<file path="config.mk">
export PLATFORM = sky130hd
export DESIGN_NAME = psq_root
export DESIGN_NICKNAME = d
export VERILOG_FILES = /design/src/rtl/psq_pkg.sv /design/src/rtl/psq_ctrl.sv /design/src/rtl/psq_dpath.sv /design/src/rtl/psq_root.sv
export SDC_FILE = /design/constraint.sdc
export NUM_CORES = 1
export LEC_CHECK = 0
export BUFFER_PORTS_ARGS = -buffer_cell sky130_fd_sc_hd__buf_2
export CAP_MARGIN = 15
export CORE_MARGIN = 3
export CORE_UTILIZATION = 55
export DETAILED_ROUTE_END_ITERATION = 16
export PLACE_DENSITY = 0.76
export SLEW_MARGIN = 25
export SYNTH_ARGS = -nofsm -noshare
export SYNTH_HDL_FRONTEND = slang
export SYNTH_HIERARCHICAL = 1
export SYNTH_SLANG_ARGS = --single-unit
export TNS_END_PERCENT = 20
</file>
<file path="constraint.sdc">
create_clock -name clk -period 3 [get_ports clk]
set_input_delay 0.15 -clock clk [delete_from_list [all_inputs] [get_ports clk]]
set_output_delay 0.15 -clock clk [all_outputs]
set_load 0.02 [all_outputs]
</file>
<file path="src/rtl/psq_pkg.sv">
package psq_pkg;

    typedef enum logic [1:0] {
        ST_IDLE = 2'd0,
        ST_WAIT = 2'd1,
        ST_RUN  = 2'd2,
        ST_SPARE = 2'd3
    } psq_state_e;

    typedef struct packed {
        psq_state_e st;
    } psq_ctrl_s;

endpackage

</file>
<file path="src/rtl/psq_ctrl.sv">
module psq_ctrl
    import psq_pkg::*;
(
    input  logic clk,
    input  logic clear,
    input  logic start,
    input  logic hit,
    input  logic over,
    output logic ready,
    output logic load,
    output logic step
);

    psq_ctrl_s cur_q, nxt_d;

    always_comb begin
        nxt_d = cur_q;
        load  = 1'b0;
        step  = 1'b0;
        case (cur_q.st)
            ST_IDLE: begin
                if (start) begin
                    load     = 1'b1;
                    nxt_d.st = ST_WAIT;
                end
            end
            ST_WAIT: nxt_d.st = ST_RUN;
            ST_RUN: begin
                if (hit || over) nxt_d.st = ST_IDLE;
                else             step = 1'b1;
            end
            default: nxt_d.st = ST_IDLE;
        endcase
        if (clear) begin
            nxt_d.st = ST_IDLE;
            load     = 1'b0;
            step     = 1'b0;
        end
    end

    always_ff @(posedge clk) begin
        cur_q <= nxt_d;
    end

    assign ready = (cur_q.st == ST_IDLE);

    p_clear_idle_r1: assert property (@(posedge clk) clear |=> ready)
        else $error("clear did not return to idle");
    p_ready_drop_r2: assert property (@(posedge clk) disable iff (clear)
        (ready && start) |=> !ready)
        else $error("ready stayed high after start");
    p_stop_on_flag_r4: assert property (@(posedge clk) disable iff (clear)
        (cur_q.st == ST_RUN && (hit || over)) |=> ready)
        else $error("did not stop on flag");
    p_no_wait_flag_r4: assert property (@(posedge clk) disable iff (clear)
        load |=> (cur_q.st == ST_WAIT))
        else $error("load not followed by wait");

endmodule

</file>
<file path="src/rtl/psq_dpath.sv">
module psq_dpath #(
    parameter int OPW = 7,
    parameter int RW  = 4
) (
    input  logic           clk,
    input  logic           load,
    input  logic           add_sq,
    input  logic           add_inc,
    input  logic [OPW-1:0] operand,
    output logic           hit,
    output logic           over,
    output logic [RW-1:0]  root
);

    localparam int SQW  = OPW + 1;
    localparam int INCW = RW + 1;

    typedef struct packed {
        logic [SQW-1:0]  sq;
        logic [INCW-1:0] inc;
        logic [OPW-1:0]  opd;
    } dp_s;

    dp_s cur_q, nxt_d;

    always_comb begin
        nxt_d = cur_q;
        if (load) begin
            nxt_d.sq  = SQW'(1);
            nxt_d.inc = INCW'(3);
            nxt_d.opd = operand;
        end else begin
            if (add_sq)  nxt_d.sq  = cur_q.sq + SQW'(cur_q.inc);
            if (add_inc) nxt_d.inc = cur_q.inc + INCW'(2);
        end
    end

    always_ff @(posedge clk) begin
        cur_q <= nxt_d;
    end

    assign hit  = (cur_q.sq == SQW'(cur_q.opd));
    assign over = (cur_q.sq >  SQW'(cur_q.opd));
    assign root = RW'(cur_q.inc >> 1);

    p_load_init_r3: assert property (@(posedge clk)
        load |=> (cur_q.sq == SQW'(1) && cur_q.inc == INCW'(3)))
        else $error("load did not initialise registers");
    p_inc_step_r3: assert property (@(posedge clk)
        (add_inc && !load) |=> (cur_q.inc == $past(cur_q.inc) + INCW'(2)))
        else $error("increment did not grow by two");
    p_opd_hold_r7: assert property (@(posedge clk)
        !load |=> $stable(cur_q.opd))
        else $error("operand register changed without load");

endmodule

</file>
<file path="src/rtl/psq_root.sv">
module psq_root #(
    parameter int OPW = 7,
    parameter int RW  = 4
) (
    input  logic           clk,
    input  logic           clear,
    input  logic           start,
    input  logic [OPW-1:0] operand,
    output logic           ready,
    output logic [RW-1:0]  root
);

    logic load, step, hit, over;

    psq_ctrl u_ctrl (
        .clk   (clk),
        .clear (clear),
        .start (start),
        .hit   (hit),
        .over  (over),
        .ready (ready),
        .load  (load),
        .step  (step)
    );

    psq_dpath #(.OPW(OPW), .RW(RW)) u_dpath (
        .clk     (clk),
        .load    (load),
        .add_sq  (step),
        .add_inc (step),
        .operand (operand),
        .hit     (hit),
        .over    (over),
        .root    (root)
    );

    p_idle_quiet_r7: assert property (@(posedge clk) disable iff (clear)
        ready |-> !step)
        else $error("step strobe while idle");
    p_root_stable_r8: assert property (@(posedge clk) disable iff (clear)
        (ready && !start) |=> $stable(root))
        else $error("root moved while idle");

endmodule

</file>
==> results.txt <==
H-Tree Depth: 1
Starting Density: 59.2%
Status: complete, no violations
Via count: 864
Reg2reg start: u_dpath/cur_q[16]$_SDFFE_PP0P_
Startpoint Class: flop
#FFs+latches synth: 21
Die Height: 52.2 um
Hold depth: 1
R2r setup slk: 0.28 ns
Top cells by instance count after synthesis: dfxtp_1 (14), nor2_1 (14), ha_1 (12), inv_1 (11), o21ai_0 (8)
Worst Tran Pin Value: 0.671 ns
Synth area leader: dfxtp_1
Required @ worst endpoint: 3.21 ns
Sw Pwr: 229 uW
Root buf cell: clkbuf_4
Number of buffer and inverter stages on the critical path: 1
Combinational Power Share: 29.8%
VDD IR max: 0.000331 V
Crit. End Element: flop
Most Crowded Layer GR: met2
CP top delay family: simple AND/OR/NAND/NOR gates
Top-area cell type share of the netlist area: 23.9%
Sw frac: 32.7%
Remaining Overflow, GRT: 0
Die area: 0.00272 mm2
Rows: 16
Gpl congestion: 0.757
Post-synthesis net count: 142
Final Hold Vio Count: 0
EDFF count, synth: 7
CP Class: flop to flop
Clock Skews: 0.00118 ns
# nets final: 158
Post-route ant nets: 0
Initial antenna violation count: 0
Clock sinks: 21
R2r worst-path depth: 11
Worst slack, placed: 0.331 ns
I/O Pins: 15
Dpl hpwl: 1620 um
Fmax: 0.367 GHz
Max_cap viols: 0
Pin count of the biggest net entering global routing: 19
Clk pwr share: 19.5%
Power per Cell Area: 540 mW/mm2
PortBufs: 14
Met2 usage: 30.8%
Sequential share of the synthesized area: 41.8%
Post-Syn Area: 0.00117 mm2
GR Layer Usage met3: 3.70%
Synth Area per Inst: 9.85 um2
DR iter-0 viols: 13
Synth cell types: 37
Synth warn: 6
Layout cells sized above 1: 19.4%
Area contributors post-synth: dfxtp_1 (24%), edfxtp_1 (18%), ha_1 (13%)
Worst setup margin: 0.278 ns
Vias per cell: 5.37
N_diodes: 0
Core Region: 0.00198 mm2
Grt met1 use: 22.9%
CP max stage cell: dfxtp_1
Initial DRT Pass Iterations: 4
Crit-path most repeated cell: nor2_1
Worst path cell trace: ha_1 > a211oi_1 > nor2_1 > a2111oi_1 > nor2_1 > nor4_2 > and2_1 > buf_4 > nor2b_1 > o21ai_0 > o32ai_1
RR Endpoint: u_dpath/cur_q[15]$_SDFFE_PP0P_
Min cycle time layout: 2.72 ns
Crit-path max FO: 12
Sequential power share: 50.7%
Worst-Skew Late Latency: 0.30 ns
Arr. time, crit path: 2.94 ns
Max Slew Vio Count: 0
Internal cell power: 471 uW
Top_reg_cell synth: dfxtp_1
Post CTS Setup Buffer Count: 0
Hold Path Sink: u_dpath/cur_q[4]$_DFFE_PP_
Setup TNS: 0 ns
Die X: 52.2 um
Min-Delay Startpoint: operand[4]
TritonCTS clock tree: done
Async set-reset flop share out of synthesis: 0%
GRT Util Overall: 18.7%
Vias in the first global route: 854
Unrepaired setup endpoints after global routing: false
Worst Hold Class: primary input to flop
Period utilization: 90.7%
Final setup vio count: 0
First-pass GRT wire length: 3660 um
Drt drc: 0
Worst relative slew slack: 55.2%
Leakage: 0.000574 uW
Cells after synthesis: 119
Area added between synthesis and finish: 10.6%
Post-Route WL: 2090 um
WL per Instance: 13.0 um
CP peak stage delay: 0.42 ns
Worst-path clk slew: 0.11 ns
Total CTS buffers: 3
Max Root-Sink Buffers: 2
[through the flow]
step	utilization [%]	hold slack (ns)	power [uW]	area, um2	instances
floorplan	-	0.227	522	1170	119
global placement	63.5	0.326	556	1260	156
detailed placement	63.5	0.329	567	1260	156
CTS	64.8	0.00279	704	1280	160
global route	65.4	0.000374	754	1300	161
finish	65.4	0.0114	700	1300	161
[worst register-to-register path, delay by kind of cell, from the launching register on]
family          cells  cell delay, ns
simple gates        5            0.89
flops               1            0.42
compound gates      4            0.83
buf+inv             1            0.22
fa+ha+maj           1            0.27
[cell families (layout without fill, tap and decap cells)]
kind of cell,after synthesis,count (layout),synth area share [%]
and+or+nand+nor,39,39,18.8
AOI/OAI and AO/OA,21,21,11.6
DFF,21,21,41.8
buffers and inverters,17,32,6.83
adders and majority gates,13,13,14.5
xor gates and xnor gates,5,5,3.74
muxes,3,3,2.67
[how the worst max path moves through the flow]
stage / slack, ns / end / start / cells past startpoint
global placement: 0.44 / u_dpath/cur_q[16]$_SDFFE_PP0P_ / u_dpath/cur_q[4]$_DFFE_PP_ / 10
finish: 0.28 / u_dpath/cur_q[15]$_SDFFE_PP0P_ / u_dpath/cur_q[16]$_SDFFE_PP0P_ / 11
floorplan: 0.31 / u_dpath/cur_q[18]$_SDFFE_PP0P_ / u_dpath/cur_q[4]$_DFFE_PP_ / 12
global route: 0.03 / u_dpath/cur_q[15]$_SDFFE_PP0P_ / u_dpath/cur_q[4]$_DFFE_PP_ / 12
detailed placement: 0.33 / u_dpath/cur_q[16]$_SDFFE_PP0P_ / u_dpath/cur_q[4]$_DFFE_PP_ / 10
CTS: 0.29 / u_dpath/cur_q[16]$_SDFFE_PP0P_ / u_dpath/cur_q[4]$_DFFE_PP_ / 10
[repair_timing]
action,4_1_cts,5_1_grt
resized for setup,0,1
hold endpoints to repair,0,1
endpoints found under the setup margin,0,1
hold buffers,0,1
[power groups by stage]
stage | logic [uW] | clock network [uW] | registers (uW)
after floorplan | 169 | 0 | 353
final | 208 | 137 | 355
after CTS | 207 | 142 | 355
after global routing | 244 | 150 | 360
after detailed placement | 206 | 0 | 361
after global placement | 196 | 0 | 360
[registers in the layout (all words and copies together), names as in the netlist]
signal / flops
u_dpath/cur_q: 15
u_dpath/root: 4
u_ctrl/cur_q: 2
[routing by layer]
| layer | wire (um) | vias to the layer above |
|---|---|---|
| li1 | - | 445 |
| met4 | 39 | 0 |
| met1 | 968 | 401 |
| met5 | 0 | - |
| met3 | 55 | 4 |
| met2 | 1030 | 14 |
[cells in the final DEF (no fill, tap or decap), types with 2 or more instances in the layout]
cell type	synthesis	final
buf_2	1	14
nor2_1	14	14
dfxtp_1	14	14
ha_1	12	12
inv_1	11	11
o21ai_0	8	8
edfxtp_1	7	7
nand2_1	4	4
nor2b_1	4	4
clkbuf_4	0	3
a21oi_1	3	3
a211oi_1	3	3
xnor2_1	3	3
nand2b_1	3	3
nand4_1	2	2
xor2_1	2	2
mux2i_1	2	2
or2_2	2	2
buf_4	4	2
[area by class of cell]
| type | count | area (um2) |
|---|---|---|
| fill | 163 | 686 |
| multi-input combinational | 81 | 609 |
| sequential | 21 | 490 |
| timing repair buffer | 17 | 95.1 |
| inverter | 11 | 41.3 |
| tap | 27 | 33.8 |
| clock buffer | 4 | 26.3 |
(Power assumes the default switching activity.)
